<file path="config.mk">
export PLATFORM = sky130hd
export DESIGN_NAME = phase_recal_seq
export DESIGN_NICKNAME = d
export VERILOG_FILES = /design/src/rtl/recal_pkg.sv /design/src/rtl/recal_tick_gen.sv /design/src/rtl/recal_ramp_step.sv /design/src/rtl/recal_pulse_gen.sv /design/src/rtl/phase_recal_seq.sv
export SDC_FILE = /design/constraint.sdc
export NUM_CORES = 1
export LEC_CHECK = 0
export ABC_AREA = 1
export BUFFER_PORTS_ARGS = -buffer_cell sky130_fd_sc_hd__clkbuf_2
export CORE_ASPECT_RATIO = 1.2
export CORE_MARGIN = 2
export CORE_UTILIZATION = 40
export DETAILED_ROUTE_END_ITERATION = 7
export PLACE_DENSITY_LB_ADDON = 0.1
export RECOVER_POWER = 25
export SYNTH_ARGS = -nofsm -noshare
export SYNTH_HDL_FRONTEND = slang
export SYNTH_SLANG_ARGS = --single-unit
</file>
<file path="constraint.sdc">
create_clock -name clk -period 7.4 [get_ports clk]
set_input_delay 2.22 -clock clk [delete_from_list [all_inputs] [get_ports clk]]
set_output_delay 2.22 -clock clk [all_outputs]
set_load 0.01 [all_outputs]
</file>
<file path="src/rtl/recal_pkg.sv">
package recal_pkg;
  typedef enum logic [2:0] {
    ST_IDLE = 3'd0,
    ST_HOLD = 3'd1,
    ST_DOWN = 3'd2,
    ST_DRST = 3'd3,
    ST_UP   = 3'd4
  } recal_st_e;
endpackage

</file>
<file path="src/rtl/recal_tick_gen.sv">
module recal_tick_gen #(
  parameter int PRESC_W = 8
) (
  input  logic               clk,
  input  logic               rst_n,
  input  logic               clear,
  input  logic [PRESC_W-1:0] div,
  output logic               tick
);
  logic [PRESC_W-1:0] cnt_q;

  assign tick = !clear && (cnt_q == div);

  always_ff @(posedge clk) begin
    if (!rst_n || clear) cnt_q <= '0;
    else if (cnt_q == div) cnt_q <= '0;
    else cnt_q <= cnt_q + 1'b1;
  end

  // the counter never runs past the programmed divide value while counting
  p_cnt_bound_r4: assert property (@(posedge clk) disable iff (!rst_n)
    (!clear && $past(rst_n) && $past(!clear) && $stable(div)) |-> (cnt_q <= div));
endmodule

</file>
<file path="src/rtl/recal_ramp_step.sv">
module recal_ramp_step #(
  parameter int W  = 16,
  parameter int SW = 8
) (
  input  logic signed [W-1:0] cur,
  input  logic signed [W-1:0] tgt,
  input  logic        [SW-1:0] step,
  output logic signed [W-1:0] nxt,
  output logic                at_tgt
);
  localparam int DW = W + 1;

  logic signed [DW-1:0] diff;
  logic signed [DW-1:0] stp;
  logic signed [DW-1:0] neg_stp;

  assign diff    = {tgt[W-1], tgt} - {cur[W-1], cur};
  assign stp     = {{(DW-SW){1'b0}}, step};
  assign neg_stp = -stp;
  assign at_tgt  = (diff == '0);

  always_comb begin
    if (diff > stp)          nxt = cur + stp[W-1:0];
    else if (diff < neg_stp) nxt = cur - stp[W-1:0];
    else                     nxt = tgt;
  end

  initial begin
    assert (DW > SW) else $error("step wider than offset");
  end
endmodule

</file>
<file path="src/rtl/recal_pulse_gen.sv">
module recal_pulse_gen #(
  parameter int LEN = 4
) (
  input  logic clk,
  input  logic rst_n,
  input  logic run,
  output logic last
);
  localparam int CW = (LEN > 1) ? $clog2(LEN) : 1;

  logic [CW-1:0] cnt_q;

  assign last = run && (cnt_q == CW'(LEN - 1));

  always_ff @(posedge clk) begin
    if (!rst_n || !run) cnt_q <= '0;
    else if (!last) cnt_q <= cnt_q + 1'b1;
  end

  // the reset window only ends after its full length
  p_pulse_len_r5: assert property (@(posedge clk) disable iff (!rst_n)
    ($past(rst_n) && $fell(run)) |-> $past(cnt_q == CW'(LEN - 1)));
endmodule

</file>
<file path="src/rtl/phase_recal_seq.sv">
module phase_recal_seq
  import recal_pkg::*;
#(
  parameter int OFS_W   = 16,
  parameter int STEP_W  = 8,
  parameter int PRESC_W = 8,
  parameter int RST_LEN = 4
) (
  input  logic                    clk,
  input  logic                    rst_n,
  input  logic                    recal_set,
  input  logic signed [OFS_W-1:0] ofs_target,
  input  logic [STEP_W-1:0]       step_size,
  input  logic [PRESC_W-1:0]      presc_div,
  output logic signed [OFS_W-1:0] ofs_applied,
  output logic                    force_mhold,
  output logic                    div_rst,
  output logic                    busy,
  output logic                    done
);
  recal_st_e state_q, state_d;
  logic signed [OFS_W-1:0] app_q, app_d;
  logic signed [OFS_W-1:0] ramp_tgt, ramp_nxt;
  logic ramp_at, tick, tick_clr, rst_last, done_q;

  assign ramp_tgt = (state_q == ST_UP) ? ofs_target : '0;
  assign tick_clr = (state_q != ST_DOWN) && (state_q != ST_UP);

  recal_tick_gen #(.PRESC_W(PRESC_W)) u_tick (
    .clk(clk), .rst_n(rst_n), .clear(tick_clr), .div(presc_div), .tick(tick)
  );

  recal_ramp_step #(.W(OFS_W), .SW(STEP_W)) u_step (
    .cur(app_q), .tgt(ramp_tgt), .step(step_size), .nxt(ramp_nxt), .at_tgt(ramp_at)
  );

  recal_pulse_gen #(.LEN(RST_LEN)) u_pulse (
    .clk(clk), .rst_n(rst_n), .run(state_q == ST_DRST), .last(rst_last)
  );

  always_comb begin
    state_d = state_q;
    app_d   = app_q;
    case (state_q)
      ST_IDLE: begin
        app_d = ofs_target;
        if (recal_set) state_d = ST_HOLD;
      end
      ST_HOLD: state_d = ST_DOWN;
      ST_DOWN: begin
        if (ramp_at) state_d = ST_DRST;
        else if (tick) app_d = ramp_nxt;
      end
      ST_DRST: if (rst_last) state_d = ST_UP;
      ST_UP: begin
        if (ramp_at) state_d = ST_IDLE;
        else if (tick) app_d = ramp_nxt;
      end
      default: state_d = ST_IDLE;
    endcase
  end

  always_ff @(posedge clk) begin
    if (!rst_n) begin
      state_q <= ST_IDLE;
      app_q   <= '0;
      done_q  <= 1'b0;
    end else begin
      state_q <= state_d;
      app_q   <= app_d;
      done_q  <= (state_q == ST_UP) && ramp_at;
    end
  end

  assign ofs_applied = app_q;
  assign busy        = (state_q != ST_IDLE);
  assign force_mhold = busy;
  assign div_rst     = (state_q == ST_DRST);
  assign done        = done_q;

  function automatic int unsigned mag(input logic signed [OFS_W-1:0] a,
                                      input logic signed [OFS_W-1:0] b);
    int d;
    d = int'(a) - int'(b);
    return (d < 0) ? int'(-d) : int'(d);
  endfunction

  // outputs quiet on the first cycle out of reset
  p_reset_quiet_r1: assert property (@(posedge clk)
    (rst_n && $past(!rst_n)) |-> (!busy && !div_rst && !done && ofs_applied == '0));

  // idle pass-through of the programmed offset
  p_idle_track_r2: assert property (@(posedge clk) disable iff (!rst_n)
    ($past(rst_n) && !busy && $past(!busy)) |-> (ofs_applied == $past(ofs_target)));

  // a run only begins after a strobe
  p_start_cause_r3: assert property (@(posedge clk) disable iff (!rst_n)
    ($past(rst_n) && $rose(busy)) |-> $past(recal_set));

  // each move during a run is at most one step
  p_step_bound_r4: assert property (@(posedge clk) disable iff (!rst_n)
    ($past(rst_n) && busy && $past(busy))
      |-> (mag(ofs_applied, $past(ofs_applied)) <= int'($past(step_size))));

  // dividers reset only with the offset at zero
  p_rst_at_zero_r5: assert property (@(posedge clk) disable iff (!rst_n)
    div_rst |-> (ofs_applied == '0));

  // completion pulse accompanies the release
  p_done_release_r7: assert property (@(posedge clk) disable iff (!rst_n)
    done |-> (!busy && $past(busy) && $past(ofs_applied == ofs_target)));
endmodule

</file>
==> results.toml, run 1 <==
[final_layout]
fin_cells = 972
drive_gt1_frac = 0.119
antenna_cells = 0
area_growth_pct = 9.85
multi_input_area_mm2 = 0.00355
regArea_um2 = 601
fill_cells = 1283
final_common_cell = "nand2_1"
most-common-layout-cells = "nand2_1 (191), inv_1 (119), nor2_1 (65)"
nNetsFinal = 911

[clocking]
cts_tree = "built"
postCtsSetupBuffers = 0
clk_root_buffer_cell = "clkbuf_16"
clock_latency_ns = 0.28
path_clk_slew_ns = 0.06
cts_htree_levels = 2
cts_buffers = 5
cts.sinks = 30
cts_resized = 0
cts.path.max_buffers = 2
cts_hold_buf = 0

[synth]
ys_async_sr_fraction = 0
yosys_register_bits = 30
netlist_area_mm2 = 0.00475
yosysTopAreaCellShare = 0.155
ys_types = 47
synth_top_area_cell = "ha_1"
synth_edf_count = 0
synth.top_cells.by_area = "ha_1 (16%), nand2_1 (15%), dfxtp_1 (13%)"
yosysWarnings = 0
synthCells = 773
syn_area_per_cell_um2 = 6.15
seq_area_frac_synth = 0.126
synth_top_flop_cell = "dfxtp_1"
synth_nets = 870

[floorplan]
fp.dieH_um = 123
ioPinCount = 55
initial_core_util = 0.411
num_rows = 43
die_w_um = 103
dieArea_mm2 = 0.0128
core_area_mm2 = 0.0116

[timing]
tns_ns = 0
post-route-min-period_ns = 5.94
worst_clock_skew_ns = 0.00461
hold_violations = 0
fin_crit_sh = 0.802
maxSlewHeadroom = 0.376
setup_viol_count_final = 0
slew_viol_final = 0
tightest_slew_ns = 0.933
rsz0062_at_grt = "no"
max_freq_ghz = 0.168

[grt]
grt_max_degree = 33
grt_pass1_vias = 4788
antenna_found_initial = 0
overflow = 0
grt_pass1_wl_mm = 23.0
track_usage = 0.232

[drt]
drc = 0
vias_per_cell = 5.10
ant_nets = 0
wl_mm = 14.3
dr.pass1.iters = 4
drt-initial-drc-count = 222
vias = 4957
wl_per_cell_um = 14.7

[place]
dp.final_hpwl_mm = 11.7
dpl.cell_count = 964
port-buffer-count = 54
place.gp.congestion = 0.957

[min_path]
hp-class = "flop to flop"
min_to = "u_tick.cnt_q[0]"
min-delay-start = "u_tick.cnt_q[0]"
whs_path_depth = 1

[setup_path]
critPathRequiredTime_ns = 7.55
start_kind = "input port"
r2r_start = "state_q[0]"
path_class = "input port to flop"
endpoint_kind = "flop"
critPathArrivalTime_ns = 6.09
cp_max_fo = 14
timing.rr.end = "ofs_applied[0]"
rrSetupSlack_ns = 1.97
reg2regPathDepth = 27

[job]
max-cap-violations = 0

[power]
p_per_area_mw_per_mm2 = 329
leakagePower_nw = 2.80
ir_drop_uv = 219

[status]
outcome = "completed"
## logic make-up (layout without fill, tap and decap cells)
family                   Yosys count  after routing  share of synthesized area
AND/OR/NAND/NOR                  391            391                      0.379
buffers and inverters            144            186                      0.126
AO/OA/AOI/OAI                    111            111                      0.135
adder cells (fa/ha/maj)           62             62                      0.168
XOR/XNOR                          35             35                     0.0661
flip-flops                        30             30                      0.126
## sequential cells by signal, summed over array words and instances (netlist names)
name / cells
done: 1
state_q: 3
u_tick.cnt_q: 8
u_pulse.cnt_q: 2
ofs_applied: 16
## power breakdown
group	internal (mW)	switching, mW
Sequential	0.197	0.0545
Clock	0.134	0.0815
Combinational	0.439	0.813
Total	0.770	0.949
## worst max path at each step
| stage | startpoint | endpoint | slack [ns] | cells after the start |
|---|---|---|---|---|
| 2_1_floorplan | ofs_target[0] | ofs_applied[12] | 2.16 | 28 |
| 3_3_place_gp | ofs_target[0] | ofs_applied[0] | 1.31 | 25 |
| 3_5_place_dp | ofs_target[0] | ofs_applied[0] | 1.25 | 25 |
| 4_1_cts | ofs_target[0] | ofs_applied[0] | 1.53 | 25 |
| 5_1_grt | ofs_target[0] | ofs_applied[8] | 1.25 | 24 |
| 6_report | ofs_target[0] | ofs_applied[0] | 1.46 | 25 |
## per-layer routing
layer | vias to the layer above | GRT usage | share of wire | routed length, µm
met5 | - | 0 | 0 | 0
met4 | 0 | 0.0609 | 0.018 | 258
met3 | 22 | 0.0288 | 0.048 | 682
met2 | 105 | 0.429 | 0.50 | 7180
met1 | 2244 | 0.278 | 0.43 | 6140
li1 | 2586 | - | - | -
## through the flow
stage,worst slack [ns],cell area (µm²),hold WS [ns],total power [mW],util
after floorplan,2.16,4750,0.430,1.23,-
after global placement,1.31,5080,0.450,1.48,0.440
after detailed placement,1.25,5080,0.480,1.50,0.440
after CTS,1.53,5230,0.493,1.72,0.452
after global routing,1.25,5220,0.514,1.91,0.451
final,1.46,5220,0.484,1.72,0.451
## final cells by class
| type | instances | area share |
|---|---|---|
| multi-input combinational | 599 | 0.681 |
| sequential | 30 | 0.115 |
| inverter | 124 | 0.0892 |
| timing repair buffer | 54 | 0.0491 |
| tap | 157 | 0.0376 |
| clock buffer | 7 | 0.0273 |
| clock inverter | 1 | 0.000959 |
## synth_stat cells (all sizes together) (2+ instances only)
| master | instances |
|---|---|
| nor2 | 72 |
| fa | 3 |
| xnor2 | 3 |
| a21oi | 67 |
| dfxtp | 30 |
| nand3b | 3 |
| o21ai | 26 |
| ha | 59 |
| nand4 | 20 |
| nand3 | 61 |
| clkbuf | 8 |
| o31ai | 3 |
| xor2 | 32 |
| a21boi | 2 |
| buf | 12 |
| inv | 123 |
| or2 | 7 |
| o21bai | 3 |
| nor3 | 16 |
| o21a | 4 |
| nor3b | 4 |
| nand2 | 205 |
## worst max-delay path, cell delays in order
cell and delay, ns:
clkbuf_2 0.10, nand2_1 0.07, ha_1 0.22, fa_1 0.43, inv_1 0.10, nand3_1 0.08
nand2_2 0.11, nand2_1 0.05, nand2_1 0.08, nand3_1 0.16, nand2_1 0.14, nand2_1 0.05
nand2_1 0.05, o21ai_1 0.18, ha_1 0.42, inv_1 0.18, nor3_1 0.08, a211oi_1 0.39
nand3_1 0.27, nand2_4 0.26, nand2_1 0.10, nand2_1 0.07, nand2_1 0.04, o21ai_1 0.16
a21oi_1 0.07
Note: power is estimated with default switching activity, not from simulation.
==> run 2, diff against run 1 <==
--- a/config.mk
+++ b/config.mk
@@ -5,7 +5,7 @@
 export SDC_FILE = /design/constraint.sdc
 export NUM_CORES = 1
 export LEC_CHECK = 0
-export ABC_AREA = 1
+export ABC_AREA = 0
 export BUFFER_PORTS_ARGS = -buffer_cell sky130_fd_sc_hd__clkbuf_2
 export CORE_ASPECT_RATIO = 1.2
 export CORE_MARGIN = 2
==> constraint.sdc (replaced) <==
create_clock -name clk -period 5.63 [get_ports clk]
set_input_delay 1.689 -clock clk [delete_from_list [all_inputs] [get_ports clk]]
set_output_delay 1.689 -clock clk [all_outputs]
set_load 0.01 [all_outputs]
==> run 2 against run 1 <==
Global-route usage up 0.77 points; critical endpoint is now ofs_applied[14]; count of clock-buffer cells in the layout down 2; cell count down 15%; clock skew down 0.00094 ns; largest cell class unchanged; utilization up 3.7 points; routed wire length down 0.49%.
==> results.toml, run 2 <==
[status]
outcome = "completed"

[timing]
hold_violations = 0
slew_viol_final = 0
post-route-min-period_ns = 5.42
hold-worst-slack_ns = 0.485
worst_clock_skew_ns = 0.00367
fin_crit_sh = 0.963
setup_viol_count_final = 0
max_freq_ghz = 0.184
maxSlewHeadroom = 0.182
tightest_slew_ns = 1.23

[setup_path]
cp_max_fo = 8
critPathRequiredTime_ns = 5.80
path_class = "input port to flop"
critPathArrivalTime_ns = 5.59
start_kind = "input port"
endpoint_kind = "flop"

[clocking]
cts.path.max_buffers = 2
clk_root_buffer_cell = "clkbuf_16"
cts_buffers = 5
cts_tree = "built"
cts.sinks = 30
cts_htree_levels = 2
path_clk_slew_ns = 0.05
cts_hold_buf = 0
clock_latency_ns = 0.28

[grt]
track_usage = 0.240
overflow = 0
antenna_found_initial = 0
grt_max_degree = 32
grt_pass1_wl_mm = 23.4
grt_pass1_vias = 4589

[place]
dpl.cell_count = 814
dp.final_hpwl_mm = 11.5
port-buffer-count = 54
place.gp.congestion = 0.962

[floorplan]
core_area_mm2 = 0.0110
ioPinCount = 55
initial_core_util = 0.412
num_rows = 42
die_w_um = 101
dieArea_mm2 = 0.0122
fp.dieH_um = 121

[drt]
vias_per_cell = 5.80
wl_mm = 14.2
dr.pass1.iters = 5
drc = 0
wl_per_cell_um = 17.2
vias = 4776
ant_nets = 0
drt-initial-drc-count = 194

[power]
ir_drop_uv = 160
leakagePower_nw = 2.55
power.total_mw = 1.52
p_per_area_mw_per_mm2 = 282

[synth]
syn_area_per_cell_um2 = 7.41
synth_top_flop_cell = "dfxtp_1"
netlist_area_mm2 = 0.00455
synthCells = 614
synth_edf_count = 0
synth_top_area_cell = "ha_1"
synth_nets = 711
yosysTopAreaCellShare = 0.162
ys_types = 65
yosys_register_bits = 30
yosysWarnings = 0
synthTopCellsByCount = "ha_1 (59), nor2_1 (59), inv_1 (45)"
seq_area_frac_synth = 0.132
synth.top_cells.by_area = "ha_1 (16%), dfxtp_1 (13%), xnor2_1 (6.5%)"
ys_async_sr_fraction = 0

[final_layout]
drive_gt1_frac = 0.179
fill_cells = 1149
largest_register_ffs = 16
nNetsFinal = 789
fin_cells = 824
area_growth_pct = 18.5
antenna_cells = 0
most-common-layout-cells = "nor2_1 (59), ha_1 (59), inv_1 (45)"

[job]
max-cap-violations = 0

[min_path]
hp-class = "flop to flop"
[run 2: cell count changes after synthesis, moves of 10 or more]
cell | before | now
a21oi_1 | 61 | 32
and3_1 | 1 | 11
clkbuf_1 | 8 | 21
inv_1 | 119 | 45
nand2_1 | 191 | 41
nand2_2 | 13 | 0
nand2b_1 | 0 | 10
nand3_1 | 58 | 13
nor2b_1 | 0 | 14
nor3_1 | 16 | 27
nor4_1 | 0 | 10
xnor2_1 | 3 | 34
xor2_1 | 31 | 21
[run 2: cell families (layout without fill, tap and decap cells)]
kind of cell | after synthesis | after routing | share of synthesized area
buf+inv | 74 | 152 | 0.0680
compound gates | 159 | 159 | 0.245
simple gates | 223 | 223 | 0.248
flops | 30 | 30 | 0.132
mux | 11 | 11 | 0.0253
xor+xnor | 55 | 55 | 0.106
fa+ha+maj | 62 | 62 | 0.176
[run 2: path summary, 6_finish.rpt]
| kind | start | to | slack [ns] | depth (start not counted) |
|---|---|---|---|---|
| worst max-delay path | ofs_target[0] | ofs_applied[14] | 0.21 | 21 |
| worst min-delay path | u_tick.cnt_q[0] | u_tick.cnt_q[0] | 0.48 | 1 |
| worst max register to register | state_q[0] | ofs_applied[14] | 0.74 | 23 |
| worst min register to register | u_tick.cnt_q[0] | u_tick.cnt_q[0] | 0.48 | 1 |
[run 2: metrics by stage]
stage	worst slack [ns]	instance area [µm²]	TNS [ns]	util
CTS	0.0388	5330	0	0.483
global route	-0.0247	5390	-0.0517	0.489
finish	0.208	5390	0	0.489
floorplan	0.156	4550	0	-
global placement	-0.106	5190	-0.586	0.470
detailed placement	-0.188	5190	-1.88	0.470
[run 2: final cells by class]
cell class,count,area (µm²),area share
multi-input cells,510,3690,0.685
repair buffers,100,628,0.117
flip-flops and latches,30,601,0.111
inverters,45,169,0.0313
well taps,132,165,0.0306
clock buffers,5,125,0.0232
clock inverters,2,10.0,0.00186
[run 2: where the power goes]
part / switching (mW) / internal [mW]
clock: 0.101 / 0.160
sequential: 0.0476 / 0.237
combinational: 0.540 / 0.437
total: 0.688 / 0.833
[run 2: worst max-delay path, cell delays in order]
cell and delay [ns]:
clkbuf_2 0.10, nand2_1 0.06, ha_1 0.22, fa_1 0.39, nand2b_1 0.18, a21oi_1 0.30
o31a_1 0.23, nand3_1 0.09, o311a_1 0.16, ha_1 0.32, nand4_1 0.11, nor2_1 0.06
o31a_1 0.11, or4_1 0.47, o211ai_1 0.11, o21a_2 0.25, buf_4 0.18, nor2b_1 0.06
a211oi_1 0.22, o311ai_1 0.13, o211a_1 0.16
[run 2: layer usage]
layer  vias up  track usage  share of wire
met3        22       0.0220          0.036
met5         -            0              0
met4         0       0.0693          0.022
met2       106        0.387           0.47
met1      2263        0.337           0.48
li1       2385            -              -
[run 2: repair_timing]
item                       in CTS  in global routing
setup buffers                   0                  3
resized for setup               0                 16
setup endpoints to repair       0                 16
==> run 3, diff against run 2 <==
==> constraint.sdc (replaced) <==
create_clock -name clk -period 6.76 [get_ports clk]
set_input_delay 2.028 -clock clk [delete_from_list [all_inputs] [get_ports clk]]
set_output_delay 2.028 -clock clk [all_outputs]
set_load 0.01 [all_outputs]
==> run 3 against run 2 <==
Critical path depth unchanged; worst hold slack about the same; clock skew increased by 0.0059 ns; critical endpoint unchanged; utilization decreased by 3.1 points; clock power decreased by 5%; highest routed layer unchanged.
==> results.toml, run 3 (synthesis results as in run 2) <==
[setup_path]
cp_slowest_cell = "ha_1"
path_class = "input port to flop"
critPathMaxStageDelay_ns = 0.39
crit_chain = "clkbuf_2, and3_1, ha_1, a21o_1, or3_1, o21ai_2, o21bai_2, a21o_1, a21oi_1, xnor2_1, ha_1, o21a_1, o21ai_0, a311oi_1, o211ai_1, o21a_1, buf_4, nor2b_1, a211oi_1, o311ai_1, o211a_1"
endpoint_kind = "flop"
start_kind = "input port"
cp_num_buf_inv = 2
cp_top_family = "compound AO/OA/AOI/OAI gates"
cp_max_fo = 11
critPathArrivalTime_ns = 6.38
critPathRequiredTime_ns = 7.00

[clocking]
clock_latency_ns = 0.29
cts_resized = 0
cts_htree_levels = 2
cts_hold_buf = 0
cts_tree = "built"
cts.path.max_buffers = 2
clk_root_buffer_cell = "clkbuf_16"
path_clk_slew_ns = 0.06
cts.sinks = 30
postCtsSetupBuffers = 0
cts_buffers = 5

[timing]
rsz0062_at_grt = "no"
hold-worst-slack_ns = 0.485
post-route-min-period_ns = 6.15
max_freq_ghz = 0.163
maxSlewHeadroom = 0.178
worst_clock_skew_ns = 0.00952
setup_viol_count_final = 0
slew_viol_final = 0
tightest_slew_ns = 1.23
fin_crit_sh = 0.909
worst_slack_ns = 0.614
hold_violations = 0
tns_ns = 0

[final_layout]
finalInstanceArea_mm2 = 0.00505
largest_register_ffs = 16
area_growth_pct = 11.0
fin_cells = 788
most-common-layout-cells = "nor2_1 (59), ha_1 (59), inv_1 (45)"
drive_gt1_frac = 0.116
utilization = 0.458
nNetsFinal = 752
antenna_cells = 0

[floorplan]
dieArea_mm2 = 0.0122
fp.dieH_um = 121
ioPinCount = 55
die_w_um = 101
num_rows = 42
core_area_mm2 = 0.0110
initial_core_util = 0.412

[drt]
ant_nets = 0
vias = 4651
drc = 0
dr.pass1.iters = 5
vias_per_cell = 5.90
m1WireLength_mm = 6.61
dr_wl_met3_um = 588
drt-initial-drc-count = 236
routed.top_layer = "met4"
wl_mm = 13.9
route.met2.wl_mm = 6.45
wl_per_cell_um = 17.6

[place]
dpl.cell_count = 780
dp.final_hpwl_mm = 11.0
port-buffer-count = 54
place.gp.congestion = 0.894
place_ws_ns = 0.372
place_area_mm2 = 0.00491

[power]
power.total_mw = 1.22
p_per_area_mw_per_mm2 = 242
ir_drop_uv = 106
leakagePower_nw = 2.36

[grt]
overflow = 0
track_usage = 0.232
grt_max_degree = 32
grt_pass1_vias = 4345
grt_pass1_wl_mm = 22.4
antenna_found_initial = 0

[min_path]
hp-class = "flop to flop"

[job]
max-cap-violations = 0

[status]
outcome = "completed"
[run 3: changes by cell type in the layout (fill, tap and decap cells not counted), sizes merged]
cell,previous run,this run
buf,46,9
clkbuf,59,60
clkinvlp,0,1
clkinv,2,1
[run 3: layout make-up]
class	instances	area (µm²)
Clock buffer	6	139
Tap cell	132	165
Clock inverter	2	12.5
Sequential cell	30	601
Multi-Input combinational cell	510	3640
Fill cell	1169	5990
Inverter	45	169
Timing Repair Buffer	63	325
[run 3: per-layer routing]
metal	vias up	global-route usage
met5	-	0
met1	2204	0.324
met4	0	0.0600
met2	116	0.376
met3	19	0.0249
li1	2312	-
[run 3: worst paths after layout]
check                       start              end  slack [ns]  cells after the start
setup / recovery    ofs_target[6]  ofs_applied[14]        0.61                     21
hold reg to reg   u_tick.cnt_q[0]  u_tick.cnt_q[0]        0.49                      1
setup reg to reg       state_q[0]  ofs_applied[14]        1.54                     22
hold / removal    u_tick.cnt_q[0]  u_tick.cnt_q[0]        0.49                      1
[run 3: power breakdown]
| part | internal (mW) | leakage, nW | total, mW | switching (mW) |
|---|---|---|---|---|
| clock network | 0.146 | 0.0729 | 0.248 | 0.102 |
| registers | 0.197 | 0.246 | 0.237 | 0.0396 |
| logic | 0.309 | 2.04 | 0.737 | 0.429 |
